$ cat config.mk
export PLATFORM = sky130hd
export DESIGN_NAME = pwm_pair_timer
export DESIGN_NICKNAME = d
export VERILOG_FILES = /design/src/rtl/pwm_pair_pkg.sv /design/src/rtl/pwm_timebase.sv /design/src/rtl/pwm_channel.sv /design/src/rtl/pwm_pair_timer.sv
export SDC_FILE = /design/constraint.sdc
export NUM_CORES = 1
export LEC_CHECK = 0
export BUFFER_PORTS_ARGS = -buffer_cell sky130_fd_sc_hd__buf_2
export CORE_UTILIZATION = 56
export DETAILED_ROUTE_END_ITERATION = 10
export PLACE_DENSITY = 0.76
export SYNTH_ARGS = -nofsm -noshare
export SYNTH_HDL_FRONTEND = slang
export SYNTH_HIERARCHICAL = 1
export SYNTH_SLANG_ARGS = --single-unit
$ cat constraint.sdc
create_clock -name clk -period 2.43 [get_ports clk]
set_input_delay 0.6075 -clock clk [delete_from_list [all_inputs] [get_ports clk]]
set_output_delay 0.6075 -clock clk [all_outputs]
set_load 0.005 [all_outputs]
$ cat src/rtl/pwm_pair_pkg.sv
package pwm_pair_pkg;
  typedef enum logic [3:0] {
    MD_FORCE_LO = 4'b0100,
    MD_FORCE_HI = 4'b0101,
    MD_PWM1     = 4'b0110,
    MD_PWM2     = 4'b0111,
    MD_COMB_OR  = 4'b1100,
    MD_COMB_AND = 4'b1101
  } mode_e;

  function automatic logic mode_clearable(input logic [3:0] m);
    return (m == MD_PWM1) || (m == MD_PWM2) || (m == MD_COMB_OR) || (m == MD_COMB_AND);
  endfunction

  // field positions in a channel control word
  localparam int CTL_CE_BIT  = 3;
  localparam int CTL_MSB_BIT = 4;
endpackage

$ cat src/rtl/pwm_timebase.sv
module pwm_timebase #(
  parameter int CNT_W = 16,
  parameter int NCH   = 4
) (
  input  logic                       clk,
  input  logic                       rst_n,
  input  logic                       run,
  input  logic [CNT_W-1:0]           per_pre,
  input  logic [NCH-1:0][CNT_W-1:0]  cmp_pre,
  output logic [CNT_W-1:0]           cnt,
  output logic [NCH-1:0][CNT_W-1:0]  cmp_act,
  output logic                       upd
);
  logic [CNT_W-1:0] per_act;

  assign upd = run && (cnt == per_act);

  always_ff @(posedge clk or negedge rst_n) begin
    if (!rst_n) begin
      cnt     <= '0;
      per_act <= '0;
      cmp_act <= '0;
    end else if (run) begin
      if (upd) begin
        cnt     <= '0;
        per_act <= per_pre;
        cmp_act <= cmp_pre;
      end else begin
        cnt <= cnt + 1'b1;
      end
    end
  end

  AST_CNT_IN_RANGE: assert property (@(posedge clk) disable iff (!rst_n)
    cnt <= per_act);
  AST_WRAP_TO_ZERO: assert property (@(posedge clk) disable iff (!rst_n)
    upd |=> (cnt == '0));
  AST_CMP_HELD: assert property (@(posedge clk) disable iff (!rst_n)
    !upd |=> $stable(cmp_act));
  AST_PER_HELD: assert property (@(posedge clk) disable iff (!rst_n)
    !upd |=> $stable(per_act));
endmodule

$ cat src/rtl/pwm_channel.sv
module pwm_channel
  import pwm_pair_pkg::*;
#(
  parameter int CNT_W = 16
) (
  input  logic             clk,
  input  logic             rst_n,
  input  logic             run,
  input  logic [CNT_W-1:0] cnt,
  input  logic [CNT_W-1:0] cmp,
  input  logic [3:0]       mode,
  input  logic             clr_en,
  input  logic             clr_src,
  input  logic             upd,
  input  logic             partner_base,
  output logic             base_o,
  output logic             out_o
);
  logic lt, ge, ref_c, clearable, trig, hold_q;

  assign lt        = cnt < cmp;
  assign ge        = !lt;
  assign base_o    = mode[0] ? ge : lt;
  assign clearable = mode_clearable(mode);
  assign trig      = clr_en && clr_src && clearable;

  always_comb begin
    unique case (mode)
      MD_PWM1:     ref_c = lt;
      MD_PWM2:     ref_c = ge;
      MD_COMB_OR:  ref_c = lt | partner_base;
      MD_COMB_AND: ref_c = ge & partner_base;
      MD_FORCE_HI: ref_c = 1'b1;
      default:     ref_c = 1'b0;
    endcase
  end

  always_ff @(posedge clk or negedge rst_n) begin
    if (!rst_n) begin
      hold_q <= 1'b0;
      out_o  <= 1'b0;
    end else begin
      if (upd)       hold_q <= 1'b0;
      else if (trig) hold_q <= 1'b1;
      if (run) out_o <= ref_c && !(clearable && (hold_q || trig));
    end
  end

  AST_HOLD_UNTIL_UPD: assert property (@(posedge clk) disable iff (!rst_n)
    (hold_q && !upd) |=> hold_q);
  AST_CLEAR_DRIVES_LOW: assert property (@(posedge clk) disable iff (!rst_n)
    (run && trig) |=> !out_o);
  AST_FORCED_HIGH: assert property (@(posedge clk) disable iff (!rst_n)
    (run && mode == MD_FORCE_HI) |=> out_o);
  AST_FORCED_LOW: assert property (@(posedge clk) disable iff (!rst_n)
    (run && mode == MD_FORCE_LO) |=> !out_o);
endmodule

$ cat src/rtl/pwm_pair_timer.sv
module pwm_pair_timer
  import pwm_pair_pkg::*;
#(
  parameter int CNT_W  = 16,
  parameter int NCH    = 4,
  parameter int ADDR_W = 4
) (
  input  logic              clk,
  input  logic              rst_n,
  input  logic              wr_en,
  input  logic [ADDR_W-1:0] wr_addr,
  input  logic [CNT_W-1:0]  wr_data,
  input  logic              clr_in,
  input  logic              ext_trig_in,
  output logic [NCH-1:0]    pwm_o
);
  localparam int A_PER  = 0;
  localparam int A_CMP0 = 1;
  localparam int A_CTL0 = A_CMP0 + NCH;
  localparam int A_GLB  = A_CTL0 + NCH;

  logic [CNT_W-1:0]          per_pre;
  logic [NCH-1:0][CNT_W-1:0] cmp_pre;
  logic [NCH-1:0][CNT_W-1:0] cmp_act;
  logic [NCH-1:0][3:0]       mode_q;
  logic [NCH-1:0]            ce_q;
  logic                      run_q, sel_q;
  logic [CNT_W-1:0]          cnt;
  logic                      upd, clr_src;
  logic [NCH-1:0]            base;

  always_ff @(posedge clk or negedge rst_n) begin
    if (!rst_n) begin
      per_pre <= '0;
      cmp_pre <= '0;
      mode_q  <= '0;
      ce_q    <= '0;
      run_q   <= 1'b0;
      sel_q   <= 1'b0;
    end else if (wr_en) begin
      if (wr_addr == ADDR_W'(A_PER)) per_pre <= wr_data;
      if (wr_addr == ADDR_W'(A_GLB)) begin
        run_q <= wr_data[0];
        sel_q <= wr_data[1];
      end
      for (int i = 0; i < NCH; i++) begin
        if (wr_addr == ADDR_W'(A_CMP0 + i)) cmp_pre[i] <= wr_data;
        if (wr_addr == ADDR_W'(A_CTL0 + i)) begin
          mode_q[i] <= {wr_data[CTL_MSB_BIT], wr_data[2:0]};
          ce_q[i]   <= wr_data[CTL_CE_BIT];
        end
      end
    end
  end

  assign clr_src = sel_q ? ext_trig_in : clr_in;

  pwm_timebase #(.CNT_W(CNT_W), .NCH(NCH)) u_tb (
    .clk(clk), .rst_n(rst_n), .run(run_q), .per_pre(per_pre),
    .cmp_pre(cmp_pre), .cnt(cnt), .cmp_act(cmp_act), .upd(upd)
  );

  for (genvar g = 0; g < NCH; g++) begin : g_ch
    pwm_channel #(.CNT_W(CNT_W)) u_ch (
      .clk(clk), .rst_n(rst_n), .run(run_q), .cnt(cnt), .cmp(cmp_act[g]),
      .mode(mode_q[g]), .clr_en(ce_q[g]), .clr_src(clr_src), .upd(upd),
      .partner_base(base[g ^ 1]), .base_o(base[g]), .out_o(pwm_o[g])
    );
  end

  AST_STOPPED_FROZEN: assert property (@(posedge clk) disable iff (!rst_n)
    !run_q |=> $stable(pwm_o));
endmodule

# Word-level counts from Yosys, hierarchy flattened
# Index checks and enable logic that the tools add are counted.
[word_totals]
reg_bits = 206
latch_bits = 0
mem_bits_rw = 0
mem_bits_ro = 0
inputBits = 25
output_inout_bits = 4
elab_cells = 147
memories = 0
[op_classes]
add_sub_neg = 1
n_mul = 0
n_div = 0
magnitude_cmp = 4
eq_ne = 30
n_shift = 0
n_mux = 18
bitwise = 8
n_reduce_logical = 57
[ops]
columns = ["op", "count"]
rows = [
  ["4-bit by 3-bit equality test with 1-bit output (second input constant)", 16],
  ["16-bit < comparator", 4],
  ["4-bit equality test (second input constant)", 10],
  ["2-bit AND reduction", 11],
  ["1-bit one-hot mux with 5 select lines", 4],
  ["1-bit logical AND", 17],
  ["16-bit by 1-bit adder with 16-bit output (second input constant)", 1],
  ["16-bit equality test", 1],
  ["1-bit logical OR", 16],
  ["16-bit two-way mux", 1],
  ["1-bit two-way mux", 13],
  ["4-bit by 2-bit equality test with 1-bit output (second input constant)", 2],
  ["1-bit zero test", 8],
  ["2-bit nonzero test", 4],
  ["1-bit bitwise AND", 4],
  ["4-bit by 1-bit equality test with 1-bit output (second input constant)", 1],
  ["4-bit zero test", 1],
  ["1-bit OR", 4],
]

# Longest topological paths before layout
[logic_depth]
depth_word = 9
ltp_mapped = 13
ltp_nobuf = 13

# By module
# Netlist, hierarchy kept.
[by_module_without_submodules]
columns = ["module", "instances", "cells_each", "area_per_inst_um2"]
rows = [
  ["pwm_timebase", 1, 272, 3943.8],
  ["pwm_pair_timer", 1, 232, 3911.3],
  ["pwm_channel (g_ch[0].u_ch ...)", 3, 75, 583.1],
  ["pwm_channel (g_ch[1].u_ch)", 1, 75, 570.5],
]

# Worst setup path after synthesis
# OpenSTA, ideal clock, no wires.
[synth_timing]
path_type = "register -> register"
startpoint = "register u_tb.cnt[11]"
endpoint = "register g_ch[0].u_ch.out_o"
arrival_time_ns = 2.269
t_required_ns = 2.366
slack_ns = 0.096
stages_incl_launch_ff = 12
synth_period_minus_slack_ns = 2.334
path_cell_list = "dfrtp_1 -> ha_1 -> and4_4 -> o211ai_2 -> or4_1 -> nand3_2 -> xnor2_1 -> nand2_1 -> o22ai_1 -> nand2_1 -> o21ai_0 -> o21a_1"
[synth_via]
elab_chain_cells = 6
word_cells_on_any_way = 9
cone_classes = "order compare: 2; mux: 2; bitwise: 2; reduce/logical: 3"
[synth_lines]
columns = ["element", "line", "rtl"]
rows = [
  ["start: declaration", "pwm_timebase.sv:10", "output logic [CNT_W-1:0] cnt,"],
  ["start signal: assignment", "pwm_timebase.sv:29", "cnt <= cnt + 1'b1;"],
  ["16-bit < comparator (*)", "pwm_channel.sv:21", "assign lt = cnt < cmp;"],
  ["1-bit zero test", "pwm_channel.sv:22", "assign ge = !lt;"],
  ["1-bit two-way mux (*)", "pwm_channel.sv:23", "assign base_o = mode[0] ? ge : lt;"],
  ["via base[1]", "pwm_pair_timer.sv:30", "logic [NCH-1:0] base;"],
  ["1-bit bitwise AND or 1-bit OR (tied branches)", "pwm_channel.sv:32, pwm_channel.sv:31", ""],
  ["1-bit one-hot mux with 5 select lines (*)", "pwm_channel.sv:28", "unique case (mode)"],
  ["1-bit logical AND (*)", "pwm_channel.sv:45", "if (run) out_o <= ref_c && !(clearable && (hold_q || trig));"],
  ["end signal: assignment", "pwm_channel.sv:45", ""],
  ["end: declaration", "pwm_channel.sv:17", "output logic out_o"],
]
# The timed path passes the listed nets; every way through them passes the cells marked *.
# A chain may end at the register's enable or synchronous reset.

# Worst setup path in the final report
[layout_timing]
startpoint = "register u_tb.cnt[1]"
endpoint = "register g_ch[2].u_ch.out_o"
[layout_via]
elab_chain_cells = 6
word_cells_on_any_way = 9
cone_classes = "order compare: 2; mux: 2; bitwise: 2; reduce/logical: 3"
[layout_lines]
columns = ["element", "line"]
rows = [
  ["16-bit < comparator (*)", "pwm_channel.sv:21"],
  ["1-bit zero test", "pwm_channel.sv:22"],
  ["1-bit two-way mux (*)", "pwm_channel.sv:23"],
  ["via base[3]", "pwm_pair_timer.sv:30"],
  ["1-bit bitwise AND or 1-bit OR (tied branches)", "pwm_channel.sv:32, pwm_channel.sv:31"],
  ["1-bit one-hot mux with 5 select lines (*)", "pwm_channel.sv:28"],
  ["1-bit logical AND (*)", "pwm_channel.sv:45"],
  ["end signal: assignment", "pwm_channel.sv:45"],
  ["end: declaration", "pwm_channel.sv:17"],
]
# Marked as above.

==> results by group <==
Yosys
  – Async SR Flop Fraction: 1.000
  – Sequential-to-total area share from yosys stat: 0.5066
  – Post-Syn Nets: 890
  – Top FF cell, synth: dfrtp_1
  – Synth Instances: 804
  – Number of distinct library cells after synthesis: 51
  – Yosys Warn Count: 6
  – #FFs+latches synth: 206
  – EDFF count, synth: 0
  – Syn avg cell area: 12.66 µm²
  – Synthesized area: 10170 µm²

Critical path
  – Nature of the critical path endpoint: flop
  – Critical-path cell list: ha_1 -> a2111oi_4 -> a2111oi_4 -> a211oi_2 -> nand2_1 -> xnor2_1 -> nand2_1 -> o22ai_2 -> nand2_1 -> o21ai_2 -> o21a_1
  – Reg2Reg Depth: 11
  – Critical Path RT: 2.88 ns
  – CP peak stage delay: 0.49 ns
  – Startpoint Class: flop
  – CP Max Fanout: 6
  – Cell mode on critical path: nand2_1
  – Slowest-stage cell, CP: dfrtp_2
  – Worst Path Class, Setup: reg -> reg
  – Critical Path AT: 2.90 ns

GRT
  – GRT Overall Usage: 0.2650
  – Number of global-route vias before repair: 6991
  – Pin count of the biggest net entering global routing: 60
  – Global-route wire length before repair: 37580 µm
  – Initial antenna violation count: 0
  – Total congestion overflow: 0

Place
  – Placer congestion estimate: 0.8544
  – IO Port Bufs: 28
  – Place WS: -0.2103 ns
  – Post-detail-place hpwl: 16420 µm

Route
  – Pre-Repair DR Iteration Count: 5
  – Via count: 6605
  – Vias per cell: 5.769
  – Avg WL per Cell: 20.80 µm
  – Residual DRC: 0
  – Initial DRC count: 370
  – Post-DRT Antenna Nets: 0
  – WL final: 23820 µm

Timing
  – Worst Tran Pin Value: 0.7167 ns
  – Tmin final: 2.459 ns
  – Hold slack: 0.03960 ns
  – Setup violators final: 3
  – Fin. Hold Viols: 0
  – Final Slew Violations: 0
  – RSZ-0062 raised after global routing: yes
  – PnR worst setup slack: -0.02903 ns
  – Setup TNS: -0.03624 ns
  – Slew margin rel.: 0.5185
  – Ratio of final minimum period to clock period: 1.012
  – FMAX: 0.4067 GHz
  – Max Clock Skew: 0.01260 ns

Power and ir drop
  – PwrDens: 1085 nW/µm²
  – Reg power frac: 0.399
  – Highest ir drop seen on vdd: 0.8486 mV
  – Power share of the combinational group: 0.343
  – Static Leak: 5.732 nW
  – Clock Power Share: 0.258
  – Power Internal: 8.827 mW
  – Psw: 4.320 mW
  – Switching share of power: 0.3286

Worst hold path
  – Hold crit path type: in -> async

CTS
  – CTS Buffer Depth: 3
  – Clk_lat worst skew: 0.50 ns
  – Hold buffer count at cts: 0
  – CTS Sinks: 206
  – Root Buffer: clkbuf_16
  – Reg clk slew, reported paths: 0.06 ns
  – CTS tree: yes
  – Htree depth: 1
  – Num CTS Buffers: 22

Run status
  – Status: finished, violations left
  – Failing checks: setup timing

Die
  – Rows: 48
  – Starting Density: 0.5802
  – Die area: 18710 µm²
  – # IOs: 29
  – Die H: 136.8 µm
  – Die width: 136.8 µm
  – Core area: 17540 µm²

Layout
  – Area Overhead vs Synth: 19.04%
  – Final net count: 991
  – Ant. Diodes: 0
  – Fillers: 1275
  – Ratio of cells with drive above 1 in the final layout: 0.3457

Run
  – Max cap viols: 0
## path summary, 6_finish.rpt
path / startpoint / endpoint / slack [ns]
max in group asynchronous: rst_n / cmp_pre[15] / 1.74
setup reg to reg: u_tb/cnt[1] / g_ch[2].u_ch/out_o / -0.03
setup / recovery: u_tb/cnt[1] / g_ch[2].u_ch/out_o / -0.03
hold / removal: rst_n / cmp_pre[5] / 0.04
min in group clk: wr_data[11] / cmp_pre[59] / 0.38
hold reg to reg: cmp_pre[33] / u_tb/cmp_act[33] / 0.48
## power groups by stage
| stage | registers, mW | clock network [mW] | logic [mW] |
|---|---|---|---|
| after global placement | 5.20 | 0 | 3.84 |
| final | 5.24 | 3.39 | 4.51 |
| after detailed placement | 5.27 | 0 | 3.98 |
| after global routing | 5.37 | 3.57 | 4.93 |
| after floorplan | 5.03 | 0 | 2.72 |
| after CTS | 5.23 | 3.45 | 4.21 |
## cells in the mapped netlist, drive strengths merged, types with 5 or more instances
master	n	area (µm²)
dfrtp	206	5155
mux2	183	2098
inv	68	255.2
ha	61	763.2
nand2	41	153.9
nor2	32	120.1
a21oi	23	115.1
o21ai	22	110.1
buf	21	162.6
xor2	20	175.2
xnor2	18	157.7
nand3	11	60.06
nand2b	9	78.83
nand4	9	56.30
and4	8	75.07
a2111oi	7	136.4
and3	7	43.79
nand3b	5	37.54
## cell families (layout without fill, tap and decap cells)
kind of cell	Yosys count	after routing	share of synthesized area
AO/OA/AOI/OAI	80	80	0.05829
flip-flops	206	206	0.5066
XOR/XNOR	38	38	0.03271
AND/OR/NAND/NOR	141	141	0.07538
adder cells (fa/ha/maj)	61	61	0.07501
buffers and inverters	91	207	0.04181
multiplexers	187	187	0.2102
## final cells by class
| type | instances | area, µm² | share of cell area |
|---|---|---|---|
| clock buffers | 32 | 679.4 | 0.05610 |
| multi-input cells | 507 | 4861 | 0.4013 |
| inverters | 68 | 255.2 | 0.02107 |
| flip-flops and latches | 206 | 5166 | 0.4265 |
| repair buffers | 100 | 804.5 | 0.06643 |
| clock inverters | 7 | 63.81 | 0.005269 |
| well taps | 225 | 281.5 | 0.02324 |
## worst max-delay path, delay by kind of cell, from the launching register on
| kind | cells | cell delay [ns] |
|---|---|---|
| xor+xnor | 1 | 0.16 |
| fa+ha+maj | 1 | 0.37 |
| simple gates | 3 | 0.28 |
| compound gates | 6 | 1.10 |
| flops | 1 | 0.49 |
## through the flow
step / area (µm²) / power [mW] / util / instances
after CTS: 11860 / 12.89 / 0.6764 / 1139
after detailed placement: 10990 / 9.258 / 0.6269 / 1094
after global placement: 10990 / 9.045 / 0.6269 / 1094
final: 12110 / 13.15 / 0.6906 / 1145
after floorplan: 10170 / 7.746 / - / 804
after global routing: 12110 / 13.87 / 0.6906 / 1145
## cell usage in the layout, fill, tap and decap left out, drive strengths merged, types with 8 or more instances in the layout
cell type and instances:
inv 68, dfrtp 206, and4 8, nand3 11
nand4 9, nor2 32, nand2 41, xnor2 18
o21ai 22, nand2b 9, buf 99, xor2 20
mux2 183, clkbuf 33, ha 61, a21oi 23
## timing repair
item | in CTS | in global routing
pin swaps | 11 | 17
buffers inserted | 6 | 6
endpoints found under the setup margin | 63 | 86
endpoints found under the hold margin | 0 | 0
gates resized for setup | 20 | 36
## state kept, by name, indices dropped and copies added (netlist names), 4 cells and up
register          cells
g_ch.u_ch/out_o       4
per_pre              16
u_tb/cnt             16
ce_q                  4
g_ch.u_ch/hold_q      4
mode_q               16
u_tb/per_act         16
u_tb/cmp_act         64
cmp_pre              64
## per-layer routing
metal,up-vias,GRT usage,wire [µm]
met4,0,0.05983,528
met2,116,0.4490,11660
met3,35,0.03704,811
li1,3029,-,-
met5,-,0,0
met1,3425,0.3620,10820
(Power assumes the default switching activity.)
